$ cat config.mk
export PLATFORM = sky130hd
export DESIGN_NAME = vreg_move_unit
export DESIGN_NICKNAME = d
export VERILOG_FILES = /design/src/rtl/vmm_pkg.sv /design/src/rtl/vmm_regfile.sv /design/src/rtl/vmm_align_chk.sv /design/src/rtl/vmm_lane_merge.sv /design/src/rtl/vreg_move_unit.sv
export SDC_FILE = /design/constraint.sdc
export NUM_CORES = 2
export LEC_CHECK = 0
export BUFFER_PORTS_ARGS = -buffer_cell sky130_fd_sc_hd__buf_2
export CAP_MARGIN = 40
export CORE_UTILIZATION = 35
export DETAILED_ROUTE_END_ITERATION = 12
export PLACE_DENSITY = 0.5
export SKIP_LAST_GASP = 1
export SLEW_MARGIN = 0
export SYNTH_ARGS = -nofsm -noshare
export SYNTH_HDL_FRONTEND = slang
export SYNTH_SLANG_ARGS = --single-unit
$ cat constraint.sdc
create_clock -name clk -period 15.15 [get_ports clk]
set_input_delay 0.7575 -clock clk [delete_from_list [all_inputs] [get_ports clk]]
set_output_delay 0.7575 -clock clk [all_outputs]
set_load 0.01 [all_outputs]
$ cat src/rtl/vmm_pkg.sv
// Package: shared widths and the operation encoding of the move-merge unit.
// Assumes byte addressing and a vector made of exactly two lanes.
package vmm_pkg;
    localparam int LANE_W  = 64;
    localparam int VEC_W   = 2 * LANE_W;
    localparam int BE_W    = VEC_W / 8;
    localparam int LANE_AB = $clog2(LANE_W / 8);   // address bits inside a lane
    localparam int VEC_AB  = $clog2(VEC_W / 8);    // address bits inside a vector

    typedef enum logic [3:0] {
        OP_NONE   = 4'd0,
        OP_CA_LD  = 4'd1,
        OP_CA_ST  = 4'd2,
        OP_CA_RR  = 4'd3,
        OP_FR_LD  = 4'd4,
        OP_FR_ST  = 4'd5,
        OP_FR_RR  = 4'd6,
        OP_SC_LD  = 4'd7,
        OP_SC_ST  = 4'd8,
        OP_SC_RR  = 4'd9,
        OP_HI_LD  = 4'd10,
        OP_HI_ST  = 4'd11,
        OP_LO_LD  = 4'd12,
        OP_LO_ST  = 4'd13,
        OP_SGNMSK = 4'd14
    } vmm_op_e;
endpackage

$ cat src/rtl/vmm_regfile.sv
// Module: vector register file with one write port and two read ports.
// Assumes reads are combinational and a write lands at the clock edge.
module vmm_regfile #(
    parameter int NREGS = 8,
    parameter int W     = 128,
    localparam int IW   = $clog2(NREGS)
) (
    input  logic          clk,
    input  logic          rst_n,
    input  logic          we,
    input  logic [IW-1:0] widx,
    input  logic [W-1:0]  wdata,
    input  logic [IW-1:0] ra_idx,
    output logic [W-1:0]  ra_data,
    input  logic [IW-1:0] rb_idx,
    output logic [W-1:0]  rb_data
);
    logic [W-1:0] regs [NREGS];

    for (genvar g = 0; g < NREGS; g++) begin : g_entry
        // Hold one register; clear on reset, load when addressed.
        always_ff @(posedge clk) begin
            if (!rst_n)
                regs[g] <= '0;
            else if (we && widx == IW'(g))
                regs[g] <= wdata;
        end
    end

    // Read ports.
    always_comb begin
        ra_data = regs[ra_idx];
        rb_data = regs[rb_idx];
    end
endmodule

$ cat src/rtl/vmm_align_chk.sv
// Module: alignment fault decision for one operation.
// Assumes only the low in-vector address bits matter; register copies never fault.
module vmm_align_chk
    import vmm_pkg::*;
(
    input  vmm_op_e           op,
    input  logic [VEC_AB-1:0] addr_lo,
    input  logic              chk_en,
    output logic              fault
);
    logic mis_vec, mis_lane;

    // Misalignment against vector and lane boundaries.
    always_comb begin
        mis_vec  = addr_lo != '0;
        mis_lane = addr_lo[LANE_AB-1:0] != '0;
    end

    // Per-operation fault rule.
    always_comb begin
        case (op)
            OP_CA_LD, OP_CA_ST:                   fault = mis_vec;
            OP_SC_LD, OP_SC_ST, OP_HI_LD,
            OP_HI_ST, OP_LO_LD, OP_LO_ST:         fault = chk_en && mis_lane;
            default:                              fault = 1'b0;
        endcase
    end
endmodule

$ cat src/rtl/vmm_lane_merge.sv
// Module: builds writeback value, store data and byte enables, and the sign mask.
// Assumes half_sel selects which half of the memory bus a 64-bit access uses.
module vmm_lane_merge
    import vmm_pkg::*;
(
    input  vmm_op_e           op,
    input  logic              half_sel,
    input  logic [VEC_W-1:0]  src_val,
    input  logic [VEC_W-1:0]  dst_val,
    input  logic [VEC_W-1:0]  rdata,
    output logic              wb_req,
    output logic [VEC_W-1:0]  wb_val,
    output logic              st_req,
    output logic [BE_W-1:0]   st_be,
    output logic [VEC_W-1:0]  st_data,
    output logic              msk_req,
    output logic [1:0]        msk_val
);
    localparam int HB = BE_W / 2;

    logic [LANE_W-1:0] mem_lane;
    logic [LANE_W-1:0] st_lane;
    logic [BE_W-1:0]   lane_be;
    logic [VEC_W-1:0]  lane_data;

    // Pick the 64-bit memory half and place a 64-bit store value.
    always_comb begin
        mem_lane  = half_sel ? rdata[VEC_W-1:LANE_W] : rdata[LANE_W-1:0];
        st_lane   = (op == OP_HI_ST) ? src_val[VEC_W-1:LANE_W] : src_val[LANE_W-1:0];
        lane_be   = half_sel ? {{HB{1'b1}}, {HB{1'b0}}} : {{HB{1'b0}}, {HB{1'b1}}};
        lane_data = half_sel ? {st_lane, {LANE_W{1'b0}}} : {{LANE_W{1'b0}}, st_lane};
    end

    // Per-operation data path.
    always_comb begin
        wb_req  = 1'b0;
        wb_val  = '0;
        st_req  = 1'b0;
        st_be   = '0;
        st_data = '0;
        msk_req = 1'b0;
        msk_val = '0;
        case (op)
            OP_CA_LD, OP_FR_LD: begin
                wb_req = 1'b1;
                wb_val = rdata;
            end
            OP_CA_RR, OP_FR_RR: begin
                wb_req = 1'b1;
                wb_val = src_val;
            end
            OP_CA_ST, OP_FR_ST: begin
                st_req  = 1'b1;
                st_be   = '1;
                st_data = src_val;
            end
            OP_SC_LD: begin
                wb_req = 1'b1;
                wb_val = {{LANE_W{1'b0}}, mem_lane};
            end
            OP_SC_RR: begin
                wb_req = 1'b1;
                wb_val = {dst_val[VEC_W-1:LANE_W], src_val[LANE_W-1:0]};
            end
            OP_HI_LD: begin
                wb_req = 1'b1;
                wb_val = {mem_lane, dst_val[LANE_W-1:0]};
            end
            OP_LO_LD: begin
                wb_req = 1'b1;
                wb_val = {dst_val[VEC_W-1:LANE_W], mem_lane};
            end
            OP_SC_ST, OP_HI_ST, OP_LO_ST: begin
                st_req  = 1'b1;
                st_be   = lane_be;
                st_data = lane_data;
            end
            OP_SGNMSK: begin
                msk_req = 1'b1;
                msk_val = {src_val[VEC_W-1], src_val[LANE_W-1]};
            end
            default: ;
        endcase
    end
endmodule

$ cat src/rtl/vreg_move_unit.sv
// Module: top of the vector register move-merge unit.
// Assumes one operation per cycle and mem_rdata valid in the same cycle as the op;
// all results are registered and appear one edge later.
module vreg_move_unit
    import vmm_pkg::*;
#(
    parameter int NREGS = 8,
    parameter int AW    = 32,
    localparam int IW   = $clog2(NREGS)
) (
    input  logic             clk,
    input  logic             rst_n,
    input  logic             op_valid,
    input  logic [3:0]       op_code,
    input  logic [IW-1:0]    src_idx,
    input  logic [IW-1:0]    dst_idx,
    input  logic [AW-1:0]    addr,
    input  logic [VEC_W-1:0] mem_rdata,
    input  logic             align_chk_en,
    output logic             wb_en,
    output logic [IW-1:0]    wb_idx,
    output logic [VEC_W-1:0] wb_data,
    output logic             mem_we,
    output logic [BE_W-1:0]  mem_be,
    output logic [VEC_W-1:0] mem_wdata,
    output logic             mask_valid,
    output logic [1:0]       mask_bits,
    output logic             fault
);
    vmm_op_e          op;
    logic             flt_c, wb_req, st_req, msk_req, rf_we;
    logic [VEC_W-1:0] src_val, dst_val, wb_val, st_data;
    logic [BE_W-1:0]  st_be;
    logic [1:0]       msk_val;
    logic             unused_addr_hi;

    // Turn an idle cycle into a no-op.
    always_comb begin
        op             = op_valid ? vmm_op_e'(op_code) : OP_NONE;
        unused_addr_hi = ^addr[AW-1:VEC_AB];
    end

    vmm_regfile #(.NREGS(NREGS), .W(VEC_W)) u_rf (
        .clk     (clk),
        .rst_n   (rst_n),
        .we      (rf_we),
        .widx    (dst_idx),
        .wdata   (wb_val),
        .ra_idx  (src_idx),
        .ra_data (src_val),
        .rb_idx  (dst_idx),
        .rb_data (dst_val)
    );

    vmm_align_chk u_chk (
        .op      (op),
        .addr_lo (addr[VEC_AB-1:0]),
        .chk_en  (align_chk_en),
        .fault   (flt_c)
    );

    vmm_lane_merge u_merge (
        .op       (op),
        .half_sel (addr[LANE_AB]),
        .src_val  (src_val),
        .dst_val  (dst_val),
        .rdata    (mem_rdata),
        .wb_req   (wb_req),
        .wb_val   (wb_val),
        .st_req   (st_req),
        .st_be    (st_be),
        .st_data  (st_data),
        .msk_req  (msk_req),
        .msk_val  (msk_val)
    );

    // A fault suppresses the register write.
    always_comb rf_we = wb_req && !flt_c;

    // Register the result report, gated by the fault.
    always_ff @(posedge clk) begin
        if (!rst_n) begin
            wb_en      <= 1'b0;
            wb_idx     <= '0;
            wb_data    <= '0;
            mem_we     <= 1'b0;
            mem_be     <= '0;
            mem_wdata  <= '0;
            mask_valid <= 1'b0;
            mask_bits  <= '0;
            fault      <= 1'b0;
        end else begin
            wb_en      <= rf_we;
            wb_idx     <= rf_we ? dst_idx : '0;
            wb_data    <= rf_we ? wb_val : '0;
            mem_we     <= st_req && !flt_c;
            mem_be     <= flt_c ? '0 : st_be;
            mem_wdata  <= flt_c ? '0 : st_data;
            mask_valid <= msk_req;
            mask_bits  <= msk_val;
            fault      <= flt_c;
        end
    end
endmodule

# Yosys cells after proc, flatten, opt, wreduce, memory -nomap -nowiden
# Memories as Yosys holds them, arrays and structs flattened.
# Index checks and enable logic that the tools add are counted.
# W data, S select, Z words.
[totals]
ram_bits = 1024
memories = 1
input_bits = 174
output_inout_bits = 281
word_cells = 111
reg_bits = 281
[op_classes]
eq_ne = 21
n_bitwise = 9
muxes = 45
reduce_logical = 26
[mem_list]
columns = ["name", "words", "width", "read_ports", "rd_ports_with_merged_regs", "write_ports", "line", "rtl"]
rows = [
  ["u_rf.regs", 8, 128, 2, 0, 8, "vmm_regfile.sv:18", "logic [W-1:0] regs [NREGS];"],
]
[ops]
columns = ["cell", "count"]
rows = [
  ["$mux W128", 9],
  ["$pmux W128 S6", 1],
  ["$pmux W128 S2", 1],
  ["$mux W64", 2],
  ["$pmux W16 S2", 1],
  ["$eq A4 B4 Y1 const B", 7],
  ["$mux W1", 28],
  ["$eq A4 B3 Y1 const B", 4],
  ["$mux W16", 1],
  ["$eq A3 B3 Y1 const B", 4],
  ["$logic_and A1 B1 Y1", 11],
  ["$reduce_or A2 Y1", 5],
  ["$eq A4 B2 Y1 const B", 2],
  ["$or A1 B1 Y1", 8],
  ["$reduce_or A8 Y1", 1],
  ["$eq A3 B2 Y1 const B", 2],
  ["$reduce_or A6 Y1", 1],
  ["$reduce_or A5 Y1", 1],
  ["$eq A4 B1 Y1 const B", 1],
  ["$mux W4", 1],
  ["$reduce_and A2 Y1", 2],
  ["$reduce_bool A4 Y1", 1],
  ["$eq A3 B1 Y1 const B", 1],
  ["$logic_not A3 Y1", 1],
  ["5 further kinds", 5],
]

# Logic depth before layout (Yosys ltp)
[depth]
depth_word = 11
depth_mapped = 12
mapped_depth_nobuf = 5

# Modules after synthesis
# From an unflattened synthesis, not the netlist that was laid out.
[hier_totals]
cells_unflattened = 4901
hier_area_um2 = 69663.1
[modules_own_cells]
columns = ["module", "seq_area_each_um2", "cells_each", "area_each_um2", "instances"]
rows = [
  ["vmm_regfile", 30749.5, 3331, 54124.4, 1],
  ["vreg_move_unit", 5625.4, 643, 8709.6, 1],
  ["vmm_lane_merge", 0.0, 915, 6755.2, 1],
  ["vmm_align_chk", 0.0, 12, 73.8, 1],
]

# Worst setup path before layout
# OpenSTA, ideal clock, no wires.
[synth_path]
path_type = "input -> register"
start = "input port op_code[1]"
end = "memory u_rf.regs[5][0], enable pin"
slack_ns = 3.042
required_ns = 14.346
stages = 8
path_buffers = 3
setup_time_ns = 0.804
t_arrival_ns = 11.305
cell_sequence = "buf_4 > buf_2 > buf_4 > nand3_1 > o2111ai_2 > inv_1 > o21ai_0 > o31ai_1"
[synth_lines]
columns = ["element", "line", "rtl"]
rows = [
  ["from (decl)", "vreg_move_unit.sv:14", "input logic [3:0] op_code,"],
  ["to (decl)", "vmm_regfile.sv:18", ""],
]

==> impl_metrics.env <==
export IMPL_r2r_start="u_rf.regs[7][120]$_SDFFCE_PN0P_"
export IMPL_period_share=0.288
export IMPL_synth_warnings=0
export IMPL_min_from="mem_rdata[87]"
export IMPL_rr_worst_depth=5
export IMPL_layout_min_cycle_time_ns=4.37
export IMPL_post_synth_instance_area_um2=66300
export IMPL_cts_made_buffers=149
export IMPL_vias_per_cell=6.03
export IMPL_p_per_area_nw_per_um2=116
export IMPL_max_vdd_ir_drop_mv=0.101
export IMPL_setup_viol=0
export IMPL_max_stage_delay_ns=0.78
export IMPL_wl_per_cell_um=33.9
export IMPL_route_vias_total=50500
export IMPL_holdPathStages=3
export IMPL_hold_viol=0
export IMPL_synth_edff_count=1024
export IMPL_hold_buffers=0
export IMPL_start_kind="input pin"
export IMPL_crit_type="input pin to flip-flop"
export IMPL_htree_levels=4
export IMPL_row_count=159
export IMPL_violations="DRC"
export IMPL_worst_pin_slew_ns=1.26
export IMPL_crit_fanout=50
export IMPL_io_buffers=426
export IMPL_grt_ovfl_total=0
export IMPL_comb_power_share=0.120
export IMPL_dp_hpwl_mm=172
export IMPL_p_clk_frac=0.424
export IMPL_synth_net_count=5631
export IMPL_intPower_w=0.00647
export IMPL_pwr_share_seq=0.455
export IMPL_ff2ff_setup_slack_ns=12.61
export IMPL_maxSlewHeadroom=0.160
export IMPL_cts_root_buffer_cell="clkbuf_16"
export IMPL_fin_hold_ws_ns=0.396
export IMPL_clock_sinks=1291
export IMPL_dieWidth_um=437
export IMPL_switching_power_w=0.00235
export IMPL_insertion_delay_ns=0.82
export IMPL_fin_tns_setup_ns=0
export IMPL_avgSynthCellArea_um2=12.1
export IMPL_cp_num_buf_inv=4
export IMPL_cts_tree="built"
export IMPL_final_net_count=5903
export IMPL_ys_flop_type="edfxtp_1"
export IMPL_grt_first_pass_wirelength_mm=389
export IMPL_grt_use_total=0.287
export IMPL_route_detailed_drc=34
export IMPL_end_kind="flip-flop"
export IMPL_maxSlewViolCount=0
export IMPL_yosys_register_bits=1291
export IMPL_fin_worst_skew_ns=0.0339
export IMPL_die_h_um=437
export IMPL_post_synth_top_count_cell="nor2_1"
export IMPL_total_power_w=0.00881
export IMPL_grt_pass1_vias=48700
export IMPL_first_iter_violations=6499
export IMPL_globalplace_congestion=0.898
export IMPL_min_to="wb_data[87]$_SDFF_PN0_"
export IMPL_p_sw_frac=0.266
export IMPL_cp_cell_sequence="buf_6, buf_4, nor2b_4, buf_4, buf_4, a22oi_1, and3_1, a2111oi_4, nor2_1"
export IMPL_synthArstFlopShare=0
export IMPL_fmax_mhz=229
export IMPL_yosysUniqueCellTypes=76
export IMPL_cp_required_ns=15.66
export IMPL_grt_max_degree=145
export IMPL_ant_nets=0
export IMPL_synth_cells=5457
export IMPL_synth_seq_area_share=0.545
export IMPL_dr_pass1_iters=10
export IMPL_cts_resized_gates=0
export IMPL_area_delta_synth_final_pct=15.0
export IMPL_clockBufferDepth=3
export IMPL_power_leakage_nw=28.0
export IMPL_antenna_found_initial=53
export IMPL_crit_path_top_delay_cell="buf_4"
export IMPL_maxCapViolations=0
export IMPL_dieArea_um2=191000
export IMPL_grt_setup_unrepaired="false"
export IMPL_initial_core_util=0.353
export IMPL_yosys_area_top_type="edfxtp_1"
export IMPL_synth_top_area_frac=0.464
export IMPL_regToRegEndpoint="wb_data[120]$_SDFF_PN0_"
export IMPL_arrival_ns=4.88
export IMPL_synth_area_leaders="edfxtp_1 46%, mux2i_1 8.9%, dfxtp_1 8.1%"
export IMPL_clk_pin_slew_ns=0.06
export IMPL_core_area_um2=188000
export IMPL_wl_mm=284
export IMPL_ys_top_cells_by_count="1301 x nor2_1, 1024 x edfxtp_1, 592 x mux2i_1, 414 x mux2_2"
export IMPL_io_pins=455
export IMPL_layout_drive_gt1_share=0.252
export IMPL_cpLargestDelayFamily="buffers and inverters"
export IMPL_outcome="finished, violations left"
export IMPL_cp_common_cell="buf_4"
export IMPL_worstHoldPathType="input pin to flip-flop"
export IMPL_postCtsSetupBuffers=0
==> tightest hold or removal path, cell delays in order <==
cell and delay (ns):
buf_2 0.17, a2111oi_4 0.15, nor2_1 0.09
==> area by class of cell <==
class                   instances  area, µm²
fillers                     17900     112000
flip-flops and latches       1291      36100
multi-input cells            3654      27600
clock buffers                 208       4290
repair buffers                620       4280
well taps                    2495       3120
clock inverters                67        704
inverters                      13       51.3
diodes                         18       45.0
==> how the worst max path moves through the flow <==
| stage | endpoint | slack (ns) | cells after the start | start |
|---|---|---|---|---|
| floorplan | u_rf.regs[5][0]$_SDFFCE_PN0P_ | 3.04 | 8 | op_code[1] |
| global placement | u_rf.regs[0][105]$_SDFFCE_PN0P_ | 9.40 | 7 | dst_idx[0] |
| detailed placement | u_rf.regs[7][105]$_SDFFCE_PN0P_ | 9.93 | 9 | op_valid |
| CTS | u_rf.regs[7][42]$_SDFFCE_PN0P_ | 10.82 | 9 | op_valid |
| global route | u_rf.regs[7][42]$_SDFFCE_PN0P_ | 10.66 | 9 | op_valid |
| finish | u_rf.regs[6][123]$_SDFFCE_PN0P_ | 10.78 | 9 | dst_idx[0] |
==> power groups by stage <==
stage | clock network [W] | logic [W] | registers, W
6_report | 0.00374 | 0.00106 | 0.00401
5_1_grt | 0.00391 | 0.00110 | 0.00402
4_1_cts | 0.00378 | 0.00104 | 0.00401
3_5_place_dp | 0 | 0.00104 | 0.00408
3_3_place_gp | 0 | 0.00101 | 0.00408
2_1_floorplan | 0 | 0.000625 | 0.00411
==> logic make-up after synthesis <==
family / synth area share
compound gates: 0.150
xor+xnor: 0.000510
buf+inv: 0.0433
flops: 0.545
mux: 0.164
simple gates: 0.0981
==> metal layers <==
metal | vias to the layer above | global-route usage | share of wire
met5 | - | 0 | 0.00059
met4 | 24 | 0.155 | 0.055
met3 | 539 | 0.0596 | 0.092
met2 | 2864 | 0.436 | 0.44
met1 | 25900 | 0.382 | 0.41
li1 | 21100 | - | -
==> metrics by stage <==
stage               cell area, µm²  std cells   util  setup slack (ns)
floorplan                    66300       5457      -              3.04
global placement             70100       8007  0.373              9.40
detailed placement           71100       8065  0.378              9.93
CTS                          76100       8340  0.405             10.82
global route                 76200       8357  0.405             10.66
finish                       76200       8366  0.405             10.78
==> layout by cell type (no fill, tap or decap), types with 14 or more instances in the layout <==
cell type,n
a22oi_1,267
edfxtp_1,1024
and2_1,74
mux2i_1,592
clkbuf_16,157
dfxtp_1,267
a21boi_0,24
a21boi_1,26
a211oi_2,28
mux2_2,414
a211oi_4,27
o22ai_1,173
o221a_2,24
nand2_1,75
a21oi_1,80
a221oi_1,78
mux2_1,23
nor3b_1,16
diode_2,18
clkbuf_8,17
a2111oi_0,28
buf_2,439
nor3_1,33
nor2_1,1298
buf_16,24
clkinv_2,25
buf_4,123
a221oi_2,27
a2111oi_4,64
and3_1,14
a211oi_1,96
a32o_1,56
clkbuf_1,33
clkinv_1,17
buf_12,20
==> registers in the layout, summed over array words and instances, names as in the netlist <==
register / count
wb_data: 128
mem_we: 1
u_rf.regs: 1024
fault: 1
wb_idx: 3
mem_be: 2
mask_bits: 2
mem_wdata: 128
wb_en: 1
mask_valid: 1
(Power assumes the default switching activity.)
